File: config.mk
export PLATFORM = sky130hd
export DESIGN_NAME = hier_arb
export DESIGN_NICKNAME = d
export VERILOG_FILES = /design/src/rtl/hier_arb_pkg.sv /design/src/rtl/hier_arb_ctrl.sv /design/src/rtl/hier_arb_dp.sv /design/src/rtl/hier_arb.sv
export SDC_FILE = /design/constraint.sdc
export NUM_CORES = 1
export LEC_CHECK = 0
export BUFFER_PORTS_ARGS = -buffer_cell sky130_fd_sc_hd__buf_2
export CAP_MARGIN = 10
export CORE_MARGIN = 2
export CORE_UTILIZATION = 55
export CTS_BUF_LIST = sky130_fd_sc_hd__clkbuf_8 sky130_fd_sc_hd__clkbuf_16
export DETAILED_ROUTE_END_ITERATION = 16
export PLACE_DENSITY = 0.8
export RECOVER_POWER = 100
export SLEW_MARGIN = 20
export SYNTH_ARGS = -nofsm -noshare
export SYNTH_HDL_FRONTEND = slang
export SYNTH_HIERARCHICAL = 1
export SYNTH_SLANG_ARGS = --single-unit
export TNS_END_PERCENT = 1
File: constraint.sdc
create_clock -name clk -period 3.85 [get_ports clk]
set_input_delay 0.1925 -clock clk [delete_from_list [all_inputs] [get_ports clk]]
set_output_delay 0.1925 -clock clk [all_outputs]
set_load 0.02 [all_outputs]
File: src/rtl/hier_arb_pkg.sv
package hier_arb_pkg;

  // Per-level strobes from control to datapath.
  typedef struct packed {
    logic reload;     // load both credits from the weights before use
    logic takeLocal;  // spend one local credit
    logic takeLower;  // spend one lower-branch credit
  } lvlStrobe_t;

  // Strobes that act on the whole block.
  typedef struct packed {
    logic loadGrant;  // capture a new grant vector
    logic flipTurn;   // swap the turn at the shared level
  } topStrobe_t;

endpackage

File: src/rtl/hier_arb_ctrl.sv
module hier_arb_ctrl
  import hier_arb_pkg::*;
#(
  parameter int NUM_LEVELS   = 3,
  parameter int SHARED_LEVEL = 2,
  parameter int WEIGHT_W     = 3,
  localparam int NUM_CLIENTS = NUM_LEVELS + 2
)(
  input  logic                                 arbPoint,
  input  logic [NUM_CLIENTS-1:0]               reqEff,
  input  logic [NUM_LEVELS-1:0][WEIGHT_W-1:0]  localWeight,
  input  logic [NUM_LEVELS-1:0][WEIGHT_W-1:0]  lowerWeight,
  input  logic [NUM_LEVELS-1:0][WEIGHT_W-1:0]  creditLoc,
  input  logic [NUM_LEVELS-1:0][WEIGHT_W-1:0]  creditLow,
  input  logic                                 partnerTurn,
  output lvlStrobe_t [NUM_LEVELS-1:0]          lvlStb,
  output topStrobe_t                           topStb,
  output logic [NUM_CLIENTS-1:0]               nextGrant
);

  localparam int PARTNER = NUM_LEVELS;
  localparam int TAIL    = NUM_LEVELS + 1;

  logic [NUM_LEVELS-1:0] localAny;
  logic [NUM_LEVELS-1:0] lowerAny;

  // Demand at each level's own slot.
  for (genvar i = 0; i < NUM_LEVELS; i++) begin : g_local
    if (i == SHARED_LEVEL) begin : g_pair
      assign localAny[i] = reqEff[i] | reqEff[PARTNER];
    end else begin : g_single
      assign localAny[i] = reqEff[i];
    end
  end

  // Demand anywhere below each level, built from the bottom up.
  always_comb begin
    lowerAny[NUM_LEVELS-1] = reqEff[TAIL];
    for (int i = NUM_LEVELS - 2; i >= 0; i--) begin
      lowerAny[i] = localAny[i+1] | lowerAny[i+1];
    end
  end

  // Walk down the chain from the top. A level is reached only when every
  // level above it handed the decision to its lower branch.
  always_comb begin
    logic                onPath;
    logic                both;
    logic                reload;
    logic                pickLocal;
    logic [WEIGHT_W-1:0] cl;
    logic [WEIGHT_W-1:0] cw;
    onPath           = 1'b1;
    nextGrant        = '0;
    topStb.loadGrant = arbPoint;
    topStb.flipTurn  = 1'b0;
    for (int i = 0; i < NUM_LEVELS; i++) begin
      lvlStb[i] = '0;
      both      = localAny[i] & lowerAny[i];
      reload    = both && (creditLoc[i] == '0) && (creditLow[i] == '0);
      cl        = reload ? localWeight[i] : creditLoc[i];
      cw        = reload ? lowerWeight[i] : creditLow[i];
      pickLocal = localAny[i] && (!lowerAny[i] || (cl >= cw));
      if (onPath) begin
        if (arbPoint) begin
          lvlStb[i].reload    = reload;
          lvlStb[i].takeLocal = both && pickLocal && (cl != '0);
          lvlStb[i].takeLower = both && !pickLocal && (cw != '0);
        end
        if (pickLocal) begin
          if (i == SHARED_LEVEL && reqEff[PARTNER] && (!reqEff[i] || partnerTurn)) begin
            nextGrant[PARTNER] = 1'b1;
          end else begin
            nextGrant[i] = 1'b1;
          end
          if (i == SHARED_LEVEL) begin
            topStb.flipTurn = arbPoint && reqEff[i] && reqEff[PARTNER];
          end
        end
      end
      onPath = onPath && !pickLocal && lowerAny[i];
    end
    if (onPath) begin
      nextGrant[TAIL] = 1'b1;
    end
  end

endmodule

File: src/rtl/hier_arb_dp.sv
module hier_arb_dp
  import hier_arb_pkg::*;
#(
  parameter int NUM_LEVELS   = 3,
  parameter int WEIGHT_W     = 3,
  localparam int NUM_CLIENTS = NUM_LEVELS + 2
)(
  input  logic                                 clk,
  input  logic                                 rst,
  input  lvlStrobe_t [NUM_LEVELS-1:0]          lvlStb,
  input  topStrobe_t                           topStb,
  input  logic [NUM_CLIENTS-1:0]               nextGrant,
  input  logic [NUM_LEVELS-1:0][WEIGHT_W-1:0]  localWeight,
  input  logic [NUM_LEVELS-1:0][WEIGHT_W-1:0]  lowerWeight,
  output logic [NUM_LEVELS-1:0][WEIGHT_W-1:0]  creditLoc,
  output logic [NUM_LEVELS-1:0][WEIGHT_W-1:0]  creditLow,
  output logic                                 partnerTurn,
  output logic [NUM_CLIENTS-1:0]               grant,
  output logic                                 grantValid
);

  // Credit pair per level: optional reload, then spend one.
  always_ff @(posedge clk) begin
    if (rst) begin
      creditLoc <= '0;
      creditLow <= '0;
    end else begin
      for (int i = 0; i < NUM_LEVELS; i++) begin
        creditLoc[i] <= (lvlStb[i].reload ? localWeight[i] : creditLoc[i])
                        - WEIGHT_W'(lvlStb[i].takeLocal);
        creditLow[i] <= (lvlStb[i].reload ? lowerWeight[i] : creditLow[i])
                        - WEIGHT_W'(lvlStb[i].takeLower);
      end
    end
  end

  // Turn bit of the shared slot and the registered grant.
  always_ff @(posedge clk) begin
    if (rst) begin
      partnerTurn <= 1'b0;
      grant       <= '0;
      grantValid  <= 1'b0;
    end else begin
      if (topStb.flipTurn) begin
        partnerTurn <= ~partnerTurn;
      end
      if (topStb.loadGrant) begin
        grant <= nextGrant;
      end
      grantValid <= topStb.loadGrant && (|nextGrant);
    end
  end

endmodule

File: src/rtl/hier_arb.sv
module hier_arb
  import hier_arb_pkg::*;
#(
  parameter int NUM_LEVELS   = 3,
  parameter int SHARED_LEVEL = 2,
  parameter int WEIGHT_W     = 3
)(
  input  logic                                clk,
  input  logic                                rst,
  input  logic                                arbPoint,
  input  logic [NUM_LEVELS+1:0]               clientReq,
  input  logic [NUM_LEVELS+1:0]               clientEn,
  input  logic [NUM_LEVELS-1:0][WEIGHT_W-1:0] localWeight,
  input  logic [NUM_LEVELS-1:0][WEIGHT_W-1:0] lowerWeight,
  output logic [NUM_LEVELS+1:0]               grant,
  output logic                                grantValid
);

  localparam int NUM_CLIENTS = NUM_LEVELS + 2;

  logic [NUM_CLIENTS-1:0]              reqEff;
  logic [NUM_CLIENTS-1:0]              nextGrant;
  logic [NUM_LEVELS-1:0][WEIGHT_W-1:0] creditLoc;
  logic [NUM_LEVELS-1:0][WEIGHT_W-1:0] creditLow;
  logic                                partnerTurn;
  lvlStrobe_t [NUM_LEVELS-1:0]         lvlStb;
  topStrobe_t                          topStb;

  // A disabled client behaves as a weight of zero: it never competes.
  assign reqEff = clientReq & clientEn;

  hier_arb_ctrl #(
    .NUM_LEVELS  (NUM_LEVELS),
    .SHARED_LEVEL(SHARED_LEVEL),
    .WEIGHT_W    (WEIGHT_W)
  ) u_ctrl (
    .arbPoint   (arbPoint),
    .reqEff     (reqEff),
    .localWeight(localWeight),
    .lowerWeight(lowerWeight),
    .creditLoc  (creditLoc),
    .creditLow  (creditLow),
    .partnerTurn(partnerTurn),
    .lvlStb     (lvlStb),
    .topStb     (topStb),
    .nextGrant  (nextGrant)
  );

  hier_arb_dp #(
    .NUM_LEVELS(NUM_LEVELS),
    .WEIGHT_W  (WEIGHT_W)
  ) u_dp (
    .clk        (clk),
    .rst        (rst),
    .lvlStb     (lvlStb),
    .topStb     (topStb),
    .nextGrant  (nextGrant),
    .localWeight(localWeight),
    .lowerWeight(lowerWeight),
    .creditLoc  (creditLoc),
    .creditLow  (creditLow),
    .partnerTurn(partnerTurn),
    .grant      (grant),
    .grantValid (grantValid)
  );

endmodule

==> impl_metrics.ini <==
[clocking]
cts_num_sinks = 25
clk_path_buf_depth = 2
ctsResizeCount = 0
cts_tree = yes
cts.htree.levels = 1
hold_buffers = 0
cts-root-buf = clkbuf_8
numCtsBuffers = 3
clk_pin_slew_ns = 0.09
clkLatencyLatePin_ns = 0.27
postCtsSetupRepairBufs = 0

[drt]
detail-route-antenna-nets = 0
wl_microns = 3714
drc_errors = 0
drtPass1Iterations = 4
vias = 1602
drtIter0Drc = 100
viasPerCell = 5.524
routedWlPerCell_microns = 12.81

[sta]
tns_ns = 0
finalCritPeriodShare = 0.9200
layout_min_cycle_time_ns = 3.542
clock_skew_ns = 0.001711
hold_viol = 0
worst_pin_slew_ns = 0.6030
maxSlewViolCount = 0
finalSetupViolations = 0
rsz0062_at_grt = false
fmax_mhz = 282.3
max_slew_margin = 0.5965

[critical_path]
reg2reg_slack_ns = 0.31
cp.required_ns = 4.01
rr_worst_depth = 15
worstSetupEndpointType = flop
cp-start-kind = flop
timing.rr.start = u_dp/creditLow[0]$_SDFF_PP0_
worstPathMaxFanout = 6
crit_type = reg2reg
cp.arrival_ns = 3.70
rr_endpoint = u_dp/creditLow[5]$_SDFF_PP0_

[global_routing]
first_global_vias = 1552
grt_pass1_wl_microns = 6727
grt_usage = 0.2069
grt_overflow = 0
grt_max_degree = 32
antenna_found_initial = 0

[min_path]
hold_path_end = u_dp/grantValid$_SDFF_PP0_
hp-start = arbPoint
holdCritPathClass = in2reg
min_delay_path_depth = 3

[synth]
yosysTopAreaCellShare = 0.2667
synth-seq-cells = 25
synth_cell_types = 40
syn_inst = 208
synth_fp_nets = 260
synth_edf_count = 0
yosys.area.top_type = dfxtp_1
yosys_warnings = 6
postSynthAreaPerCell_sq_um = 9.023
ys_seq_area_frac = 0.2667
ys_top_cells_by_area = dfxtp_1 27%, ha_1 14%, mux2i_1 12%
synthArstFlopShare = 0
synth-main-ff-cell = dfxtp_1
mappedNetlistArea_sq_um = 1877

[job]
maxCapViolCount = 0

[layout]
design_area_sq_um = 2132
areaGrowthSynthToFinish_pct = 13.60
fin_nets = 297
drive_gt1_frac = 0.2090
stdcell_count = 290
num_antenna_cells = 0

[status]
status = finished, final reports clean

[power]
power-per-cell-area_nw_per_um2 = 303.3
ir_drop_uv = 248.1
p_total_mw = 0.6467
leakage_nw = 0.9337

[placed_design]
dp.cells = 286
placed_area_sq_um = 2081
io_buffer_count = 36
place.gp.congestion = 0.8522
place_hpwl_microns = 2953

[floorplanning]
start_util = 0.5669
io_pins = 37
row_count = 21
die_w_microns = 62.42
die_area_sq_um = 3896
die_y_microns = 62.42
core_sq_um = 3311
registers in the layout (all words and copies together), names as in the netlist:
name	cells
u_dp/partnerTurn	1
u_dp/grant	5
u_dp/grantValid	1
u_dp/creditLow	9
u_dp/creditLoc	9
where the power goes:
group	internal, mW	leakage [nW]	switching (mW)	total [mW]
registers	0.273	0.203	0.0127	0.286
clock network	0.0724	0.0255	0.0832	0.156
logic	0.0895	0.706	0.115	0.205
Yosys cell counts, drive strengths merged (2+ instances only):
cell / n
and2: 8
nand2: 5
nand2b: 2
mux2: 6
a21o: 8
o21ai: 6
inv: 2
buf: 8
o21a: 2
dfxtp: 25
a21oi: 18
and4: 4
mux2i: 23
nor2: 30
o31ai: 4
nor4bb: 2
nand3: 2
nor2b: 10
nor3: 10
ha: 21
per-layer routing:
layer / routed length, microns / GRT usage / vias up
met5: 0 / 0 / -
met4: 8 / 0.04444 / 0
met3: 168 / 0.04144 / 2
met2: 1772 / 0.3535 / 35
met1: 1764 / 0.2704 / 735
li1: - / - / 830
per-stage QoR:
stage | utilization | setup slack (ns) | hold WS [ns]
after floorplan | - | 0.4453 | 0.4188
after global placement | 0.6285 | 0.3024 | 0.4749
after detailed placement | 0.6285 | 0.2161 | 0.4803
after CTS | 0.6425 | 0.2219 | 0.2932
after global routing | 0.6440 | 0.01279 | 0.3174
final | 0.6440 | 0.3080 | 0.3019
cell usage in the layout, fill, tap and decap left out, drive strengths merged, types with 2 or more instances in the layout:
master and count:
a21o 8, a21oi 18, and2 8, and4 4, buf 33, clkbuf 10
dfxtp 25, ha 21, inv 2, mux2 6, mux2i 23, nand2 5
nand2b 2, nand3 2, nor2 30, nor2b 10, nor3 10, nor4bb 2
o21a 2, o21ai 6, o31ai 4
critical path, cell delays in order, from the launching register on:
cell      delay (ns)
dfxtp_1         0.34
nor3_2          0.28
nand2_1         0.17
nor3b_4         0.29
a21oi_1         0.14
ha_1            0.31
nor2b_1         0.12
o21ai_1         0.16
o21a_1          0.25
nor4bb_1        0.27
buf_4           0.21
mux2i_1         0.09
ha_1            0.19
ha_1            0.19
nor2b_1         0.13
mux2_1          0.31
worst max-delay path by stage:
stage                                      start                      endpoint  depth (start not counted)
CTS                 u_dp/creditLow[0]$_SDFF_PP0_  u_dp/creditLow[5]$_SDFF_PP0_                         15
global route        u_dp/creditLow[0]$_SDFF_PP0_  u_dp/creditLow[5]$_SDFF_PP0_                         15
global placement                    clientReq[3]  u_dp/creditLow[5]$_SDFF_PP0_                         17
floorplan                           clientReq[3]  u_dp/creditLoc[8]$_SDFF_PP0_                         16
finish              u_dp/creditLow[0]$_SDFF_PP0_  u_dp/creditLow[5]$_SDFF_PP0_                         15
detailed placement                  clientReq[3]  u_dp/creditLow[5]$_SDFF_PP0_                         17
final cells by class:
class	count	area [sq um]
multi-input cells	173	1321
fillers	304	1179
flip-flops and latches	25	500.5
repair buffers	40	198.9
well taps	46	57.56
clock buffers	3	41.29
inverters	2	7.507
clock inverters	1	5.005
logic make-up after synthesis:
| kind of cell | Yosys count | synth area share |
|---|---|---|
| buffers and inverters | 10 | 0.03800 |
| AOI/OAI and AO/OA | 44 | 0.1500 |
| xor gates and xnor gates | 1 | 0.004668 |
| muxes | 29 | 0.1587 |
| DFF | 25 | 0.2667 |
| and+or+nand+nor | 78 | 0.2420 |
| adders and majority gates | 21 | 0.1400 |
Power figures use the tool's default switching activity.
